### src/rtl/wdog_pkg.sv
package wdog_pkg;
  localparam int DATA_W  = 32;
  localparam int ADDR_W  = 5;
  localparam int PLEN_W  = 8;

  localparam logic [DATA_W-1:0] RELOAD_RST  = 32'h03EF_1480;
  localparam logic [PLEN_W-1:0] PLEN_RST    = 8'hFF;
  localparam logic [DATA_W-1:0] RESTART_KEY = 32'h0000_5AB9;

  typedef enum logic [2:0] {
    IDX_COUNT   = 3'd0,
    IDX_RELOAD  = 3'd1,
    IDX_RESTART = 3'd2,
    IDX_CTRL    = 3'd3,
    IDX_STATUS  = 3'd4,
    IDX_CLEAR   = 3'd5,
    IDX_PLEN    = 3'd6
  } reg_idx_e;

  // bit 0 run, 1 reset out, 2 irq out, 3 ext signal out, 4 clock select
  typedef struct packed {
    logic clk_sel;
    logic sig_en;
    logic irq_en;
    logic rst_en;
    logic run;
  } ctrl_t;

  localparam int CTRL_W  = $bits(ctrl_t);
  localparam int N_OUTS  = 3;
endpackage

### src/rtl/wdog_regs.sv
module wdog_regs
  import wdog_pkg::*;
#(
  parameter int                DW       = DATA_W,
  parameter int                AW       = ADDR_W,
  parameter int                PW       = PLEN_W,
  parameter logic [DW-1:0]     RLD_INIT = RELOAD_RST,
  parameter logic [PW-1:0]     PL_INIT  = PLEN_RST
) (
  input  logic          pclk,
  input  logic          presetn,
  input  logic          psel,
  input  logic          penable,
  input  logic          pwrite,
  input  logic [AW-1:0] paddr,
  input  logic [DW-1:0] pwdata,
  output logic [DW-1:0] prdata,
  input  logic [DW-1:0] count_i,
  input  logic          status_i,
  output logic [DW-1:0] reload_o,
  output logic [PW-1:0] plen_o,
  output ctrl_t         ctrl_o,
  output logic          restart_o,
  output logic          clear_o
);
  localparam int IW = AW - 2;

  logic          wr_en;
  logic [IW-1:0] idx;
  logic [DW-1:0] reload_q, reload_d;
  logic [PW-1:0] plen_q, plen_d;
  ctrl_t         ctrl_q, ctrl_d;

  assign wr_en = psel & penable & pwrite;
  assign idx   = paddr[AW-1:2];

  always_comb begin
    reload_d  = reload_q;
    plen_d    = plen_q;
    ctrl_d    = ctrl_q;
    restart_o = 1'b0;
    clear_o   = 1'b0;
    if (wr_en) begin
      unique case (idx)
        IW'(IDX_RELOAD):  reload_d  = pwdata;
        IW'(IDX_RESTART): restart_o = (pwdata == RESTART_KEY);
        IW'(IDX_CTRL):    ctrl_d    = ctrl_t'(pwdata[CTRL_W-1:0]);
        IW'(IDX_CLEAR):   clear_o   = pwdata[0];
        IW'(IDX_PLEN):    plen_d    = pwdata[PW-1:0];
        default: ;
      endcase
    end
  end

  always_ff @(posedge pclk or negedge presetn) begin
    if (!presetn) begin
      reload_q <= RLD_INIT;
      plen_q   <= PL_INIT;
      ctrl_q   <= '0;
    end else if (wr_en) begin
      reload_q <= reload_d;
      plen_q   <= plen_d;
      ctrl_q   <= ctrl_d;
    end
  end

  always_comb begin
    prdata = '0;
    if (psel && !pwrite) begin
      unique case (idx)
        IW'(IDX_COUNT):  prdata = count_i;
        IW'(IDX_RELOAD): prdata = reload_q;
        IW'(IDX_CTRL):   prdata = DW'(ctrl_q);
        IW'(IDX_STATUS): prdata = DW'(status_i);
        IW'(IDX_PLEN):   prdata = DW'(plen_q);
        default:         prdata = '0;
      endcase
    end
  end

  assign reload_o = reload_q;
  assign plen_o   = plen_q;
  assign ctrl_o   = ctrl_q;
endmodule

### src/rtl/wdog_tick_sync.sv
module wdog_tick_sync #(
  parameter int STAGES = 2
) (
  input  logic pclk,
  input  logic presetn,
  input  logic ext_i,
  input  logic sel_ext_i,
  output logic tick_o,
  output logic ext_edge_o
);
  logic [STAGES:0] pipe_q, pipe_d;

  always_comb begin
    pipe_d = {pipe_q[STAGES-1:0], ext_i};
  end

  always_ff @(posedge pclk or negedge presetn) begin
    if (!presetn) pipe_q <= '0;
    else          pipe_q <= pipe_d;
  end

  assign ext_edge_o = pipe_q[STAGES-1] & ~pipe_q[STAGES];
  assign tick_o     = sel_ext_i ? ext_edge_o : 1'b1;
endmodule

### src/rtl/wdog_counter.sv
module wdog_counter #(
  parameter int            CW       = 32,
  parameter logic [CW-1:0] CNT_INIT = '0
) (
  input  logic          pclk,
  input  logic          presetn,
  input  logic          run_i,
  input  logic          tick_i,
  input  logic          restart_i,
  input  logic          clear_i,
  input  logic [CW-1:0] reload_i,
  output logic [CW-1:0] count_o,
  output logic          status_o,
  output logic          expire_o
);
  logic [CW-1:0] cnt_q, cnt_d;
  logic          status_q, status_d;
  logic          step;
  logic          cnt_ce;

  assign step     = run_i & tick_i;
  assign expire_o = step & (cnt_q == '0);
  assign cnt_ce   = restart_i | step;

  always_comb begin
    cnt_d = cnt_q;
    if (restart_i || expire_o) cnt_d = reload_i;
    else if (step)             cnt_d = cnt_q - 1'b1;
  end

  always_comb begin
    status_d = status_q;
    if (expire_o)     status_d = 1'b1;
    else if (clear_i) status_d = 1'b0;
  end

  always_ff @(posedge pclk or negedge presetn) begin
    if (!presetn)    cnt_q <= CNT_INIT;
    else if (cnt_ce) cnt_q <= cnt_d;
  end

  always_ff @(posedge pclk or negedge presetn) begin
    if (!presetn) status_q <= 1'b0;
    else          status_q <= status_d;
  end

  assign count_o  = cnt_q;
  assign status_o = status_q;
endmodule

### src/rtl/wdog_pulse.sv
module wdog_pulse #(
  parameter int PW = 8,
  parameter int NO = 3
) (
  input  logic          pclk,
  input  logic          presetn,
  input  logic          run_i,
  input  logic          expire_i,
  input  logic [PW-1:0] plen_i,
  input  logic [NO-1:0] out_en_i,
  output logic [NO-1:0] out_o
);
  logic          active_q, active_d;
  logic [PW-1:0] left_q, left_d;

  always_comb begin
    active_d = active_q;
    left_d   = left_q;
    if (!run_i) begin
      active_d = 1'b0;
      left_d   = '0;
    end else if (expire_i) begin
      active_d = 1'b1;
      left_d   = plen_i;
    end else if (active_q) begin
      if (left_q == '0) active_d = 1'b0;
      else              left_d   = left_q - 1'b1;
    end
  end

  always_ff @(posedge pclk or negedge presetn) begin
    if (!presetn) begin
      active_q <= 1'b0;
      left_q   <= '0;
    end else begin
      active_q <= active_d;
      left_q   <= left_d;
    end
  end

  for (genvar g = 0; g < NO; g++) begin : g_out
    assign out_o[g] = active_q & run_i & out_en_i[g];
  end
endmodule

### src/rtl/wdog_apb_top.sv
module wdog_apb_top
  import wdog_pkg::*;
(
  input  logic              pclk,
  input  logic              presetn,
  input  logic              psel,
  input  logic              penable,
  input  logic              pwrite,
  input  logic [ADDR_W-1:0] paddr,
  input  logic [DATA_W-1:0] pwdata,
  output logic [DATA_W-1:0] prdata,
  input  logic              ext_clk,
  output logic              wdog_reset_o,
  output logic              wdog_irq_o,
  output logic              wdog_sig_o
);
  logic [DATA_W-1:0] count, reload;
  logic [PLEN_W-1:0] plen;
  ctrl_t             ctrl_q;
  logic              restart_wr, clear_wr, status, expire, tick, ext_edge;
  logic [N_OUTS-1:0] outs, out_en;

  wdog_regs u_regs (
    .pclk, .presetn, .psel, .penable, .pwrite, .paddr, .pwdata, .prdata,
    .count_i(count), .status_i(status), .reload_o(reload), .plen_o(plen),
    .ctrl_o(ctrl_q), .restart_o(restart_wr), .clear_o(clear_wr)
  );

  wdog_tick_sync #(.STAGES(2)) u_sync (
    .pclk, .presetn, .ext_i(ext_clk), .sel_ext_i(ctrl_q.clk_sel),
    .tick_o(tick), .ext_edge_o(ext_edge)
  );

  wdog_counter #(.CW(DATA_W), .CNT_INIT(RELOAD_RST)) u_cnt (
    .pclk, .presetn, .run_i(ctrl_q.run), .tick_i(tick),
    .restart_i(restart_wr), .clear_i(clear_wr), .reload_i(reload),
    .count_o(count), .status_o(status), .expire_o(expire)
  );

  assign out_en = {ctrl_q.sig_en, ctrl_q.irq_en, ctrl_q.rst_en};

  wdog_pulse #(.PW(PLEN_W), .NO(N_OUTS)) u_pulse (
    .pclk, .presetn, .run_i(ctrl_q.run), .expire_i(expire),
    .plen_i(plen), .out_en_i(out_en), .out_o(outs)
  );

  assign wdog_reset_o = outs[0];
  assign wdog_irq_o   = outs[1];
  assign wdog_sig_o   = outs[2];
endmodule

### config.mk
export PLATFORM = sky130hd
export DESIGN_NAME = wdog_apb_top
export DESIGN_NICKNAME = d
export VERILOG_FILES = /design/src/rtl/wdog_pkg.sv /design/src/rtl/wdog_regs.sv /design/src/rtl/wdog_tick_sync.sv /design/src/rtl/wdog_counter.sv /design/src/rtl/wdog_pulse.sv /design/src/rtl/wdog_apb_top.sv
export SDC_FILE = /design/constraint.sdc
export NUM_CORES = 1
export LEC_CHECK = 0
export ABC_AREA = 1
export BUFFER_PORTS_ARGS = -buffer_cell sky130_fd_sc_hd__buf_4
export CAP_MARGIN = 20
export CORE_ASPECT_RATIO = 0.9
export CORE_MARGIN = 4
export CORE_UTILIZATION = 59
export DETAILED_ROUTE_END_ITERATION = 12
export GPL_ROUTABILITY_DRIVEN = 0
export PLACE_DENSITY = 0.81
export SYNTH_ARGS = -nofsm -noshare
export SYNTH_HDL_FRONTEND = slang
export SYNTH_SLANG_ARGS = --single-unit
### constraint.sdc
create_clock -name pclk -period 1.95 [get_ports pclk]
set_input_delay 0.39 -clock pclk [delete_from_list [all_inputs] [get_ports pclk]]
set_output_delay 0.39 -clock pclk [all_outputs]
set_load 0.005 [all_outputs]
==> impl_summary.txt <==
----------------------------------------------------
[Placement]
  Number of placed instances with taps included ... roughly 1.1k
  Placed instance area ... a little under 0.007 mm²
  Number of port buffers ... 75
  Detailed-placement wirelength estimate ... about 13 mm

[Clock tree]
  Clock tree root driver cell ... clkbuf_8
  TritonCTS clock tree ... yes
  Longest Clk Path Bufs ... 2
  Clock slew at the register clock pins of the worst setup and hold paths ... 100 ps
  Number of H-tree levels ... 3
  Clock latency at the later pin of the worst-skew pair ... approximately 380 ps
  Clock Sink Count ... 90
  Clock buffer count from CTS ... 9

[Power]
  VDD IR max ... 595 µV
  Overall power after layout ... 6910 µW
  Clk pwr share ... a little under a fifth
  Cell Pwr Density ... ~960 mW/mm²
  Combinational group share of total power ... about 39%
  Internal Dissipation ... between 4000 and 5000 µW
  Proportion of total power due to net switching ... between 40% and 50%
  Flop pwr share ... between 40% and 50%
  Switching component of the power ... 2840 µW
  Leakage power figure ... 0.00352 µW

[STA]
  Hold_ws ... roughly 120 ps
  Worst clock skew on the final layout ... about 12 ps
  Worst relative slew slack ... between 60% and 70%
  Final worst path period share ... between 90% and 100%
  Endpoints failing hold ... 0
  Final-report max-slew violation count ... 0
  F_max ... around 530 MHz
  Measured slew at the worst slew-check pin ... roughly 450 ps
  Final setup violation count ... 0
  Minimum clock period after layout ... 1880 ps
  Setup total negative slack ... 0 ps

[Synth]
  Post-synthesis instance total ... approximately 900
  Sequential-to-total area share from yosys stat ... between 30 and 40%
  Synthesized area per cell ... approximately 6.6 µm²
  Warnings from Yosys ... 0
  Post-synth design cell area ... about 0.006 mm²
  Yosys top cell by area ... dfrtp_1
  Leading cell types by total area after synthesis ... dfrtp_1, nand2_1, dfstp_2, nor2_1, inv_1
  Unique masters post-synth ... 36
  Net count of the mapped netlist ... about 940
  Post-synthesis register bit count ... 90
  Area share of the largest cell type after synthesis ... around a quarter

[Global routing]
  Maximum number of pins on one net before global-route repair ... 49
  Number of global-route vias before repair ... 5633
  First-pass GRT wire length ... between 20 and 30 mm
  Total global routing track utilization ... between 30% and 40%
  Overflow left after global routing ... 0
  Antenna violations before repair ... 0

[Min path]
  Hold crit path type ... in2reg

[Route]
  Post-route antenna net violation count ... 0
  Vias/cell ... approximately 5.4
  Initial DRT Pass Iterations ... 6
  Average wire length per cell after detail routing ... between 15 and 20 µm
  Remaining routing DRC violations ... 0
  Detailed Route Iter0 Violations ... just over 600
  Final routed wirelength across all metal layers ... about 17 mm
  Number of vias after detailed routing ... just over 6k

[Critical path]
  WP data required ... 1560 ps
  CP endpoint ... prdata[7]
  Crit end category ... output port
  Crit path arrival time ... 1490 ps
  Depth of the worst register-to-register path ... 11
  Worst r2r src ... u_cnt.count_o[3]
  R2R Path End ... u_cnt.count_o[23]
  Worst R2R Setup Slack ... 90 ps
  Maximum fanout count along the critical path ... 4
  Crit Path Class ... reg2out
  Crit start category ... flip-flop
  Worst setup path startpoint ... u_cnt.count_o[7]

[Final layout]
  # diodes ... 0
  Fill cell count ... between 700 and 800
  Count of placed standard cells in the final layout, fillers left out ... approximately 1.1k
  Count of nets after finishing ... between 1k and 1.5k
  Post-route cell area ... 0.00724 mm²
  Layout cell share with drive strength beyond 1 ... ~22%
  Post-synthesis to final-layout area growth ... 21.7%

[Run]
  Max-cap viol count ... 0

[Floorplan]
  Number of rows in the core area ... 34
  Core box area ... around 0.01 mm²
  Top Ports ... slightly below 80
  Die height ... 103 µm
  Initial core utilization ... 61.0%
  Die Footprint ... roughly 0.012 mm²
  DIE WIDTH ... about 110 µm

[Outcome]
  Status ... completed

----------------------------------------------------
## cells in the mapped netlist
library cell  number
a21oi_1           37
buf_8              1
buf_6              3
clkinv_2           1
o21ai_1           13
nand3_2            1
clkbuf_1          15
a31oi_1            1
nand2_1          287
dfstp_2           32
nand2_4            2
nor3_1             1
nor2_4             3
inv_2              3
nand3b_1           2
nand2_8            1
a221oi_1           4
nand2_2            2
o21ai_2           15
nor2_2             7
buf_1              4
nand4_1            6
o21ai_0           52
nand3_1           72
ha_1               3
inv_1            112
o221ai_1           1
nor2_1           122
nand3_4            1
xnor2_1            6
buf_2              2
o22ai_1            8
xor2_1            11
buf_4              5
or2_2              1
dfrtp_1           58
## power by group through the flow
| stage | clock (µW) | sequential (µW) | combinational, µW |
|---|---|---|---|
| after detailed placement | 0 | 2880 | 2610 |
| final | 1310 | 2890 | 2720 |
| after CTS | 1310 | 2850 | 2630 |
| after global placement | 0 | 2870 | 2570 |
| after floorplan | 0 | 2770 | 1760 |
| after global routing | 1390 | 2940 | 3060 |
## cell type report
cell class | instances | area (µm²) | share of cell area, %
flip-flops and latches | 90 | 2290 | 31.7
clock inverters | 5 | 62.6 | 0.864
inverters | 116 | 440 | 6.09
well taps | 126 | 158 | 2.18
repair buffers | 129 | 1060 | 14.6
clock buffers | 11 | 131 | 1.82
multi-input cells | 659 | 3090 | 42.7
## state kept, by name, summed over array words and instances, names as in the netlist
name	flops
u_cnt.count_o	32
u_regs.reload_o	32
u_pulse.left_q	8
u_regs.plen_o	8
u_regs.ctrl_o	5
u_sync.pipe_q	3
u_cnt.status_o	1
u_pulse.active_q	1
## placed cells by master (no fill, tap or decap), types with 2 or more instances in the layout
cell type and instances:
a21oi_1 35, a21oi_2 2, a221oi_1 4, buf_12 7, buf_4 121, clkbuf_1 2
clkbuf_8 9, clkinvlp_4 3, dfrtp_1 57, dfstp_2 32, ha_1 2, inv_1 110
inv_2 4, nand2_1 285, nand2_2 4, nand2_4 2, nand3_1 72, nand3b_1 2
nand4_1 6, nor2_1 117, nor2_2 11, nor2_4 4, o21ai_0 52, o21ai_1 13
o21ai_2 15, o22ai_1 6, o22ai_2 2, xnor2_1 6, xor2_1 11
## stage by stage
stage          util, %  setup WS (ps)
5_1_grt           74.3          -16.6
6_report          74.3           67.3
3_3_place_gp      71.1           88.0
3_5_place_dp      71.1           56.8
4_1_cts           73.2           45.6
2_1_floorplan        -            206
## logic make-up after synthesis
kind of cell | Yosys count | synth area share (%)
buffers and inverters | 146 | 10.2
adder cells (fa/ha/maj) | 3 | 0.632
AO/OA/AOI/OAI | 131 | 12.5
XOR/XNOR | 17 | 2.50
AND/OR/NAND/NOR | 508 | 35.7
flip-flops | 90 | 38.6
## critical path: stages, from the launching register on
cell and delay [ps]:
dfstp_2 580, inv_1 80, o22ai_2 160, a21oi_1 60, nor2_1 100, buf_4 130
## per-layer routing
layer	vias to the layer above	wire (µm)	GRT usage [%]
li1	3020	-	-
met1	2815	7730	47.0
met2	287	7370	44.5
met3	29	1930	6.22
met4	0	326	8.04
met5	-	0	0
## timing repair
item                       4_1_cts  5_1_grt
resized for setup                0       15
buffers inserted                 0        6
setup endpoints to repair        0       44
hold endpoints to repair        21        0
hold buffers                     1        0
## how the worst min path moves through the flow
stage / cells after the start / slack, ps / endpoint / from
floorplan: 0 / 90 / u_cnt.count_o[0] / presetn
global placement: 0 / 340 / u_sync.pipe_q[1] / u_sync.pipe_q[0]
detailed placement: 0 / 340 / u_sync.pipe_q[1] / u_sync.pipe_q[0]
CTS: 1 / 110 / u_sync.pipe_q[0] / ext_clk
global route: 1 / 100 / u_sync.pipe_q[0] / ext_clk
finish: 1 / 120 / u_sync.pipe_q[0] / ext_clk
No activity file was read; power rests on OpenSTA's default activity.
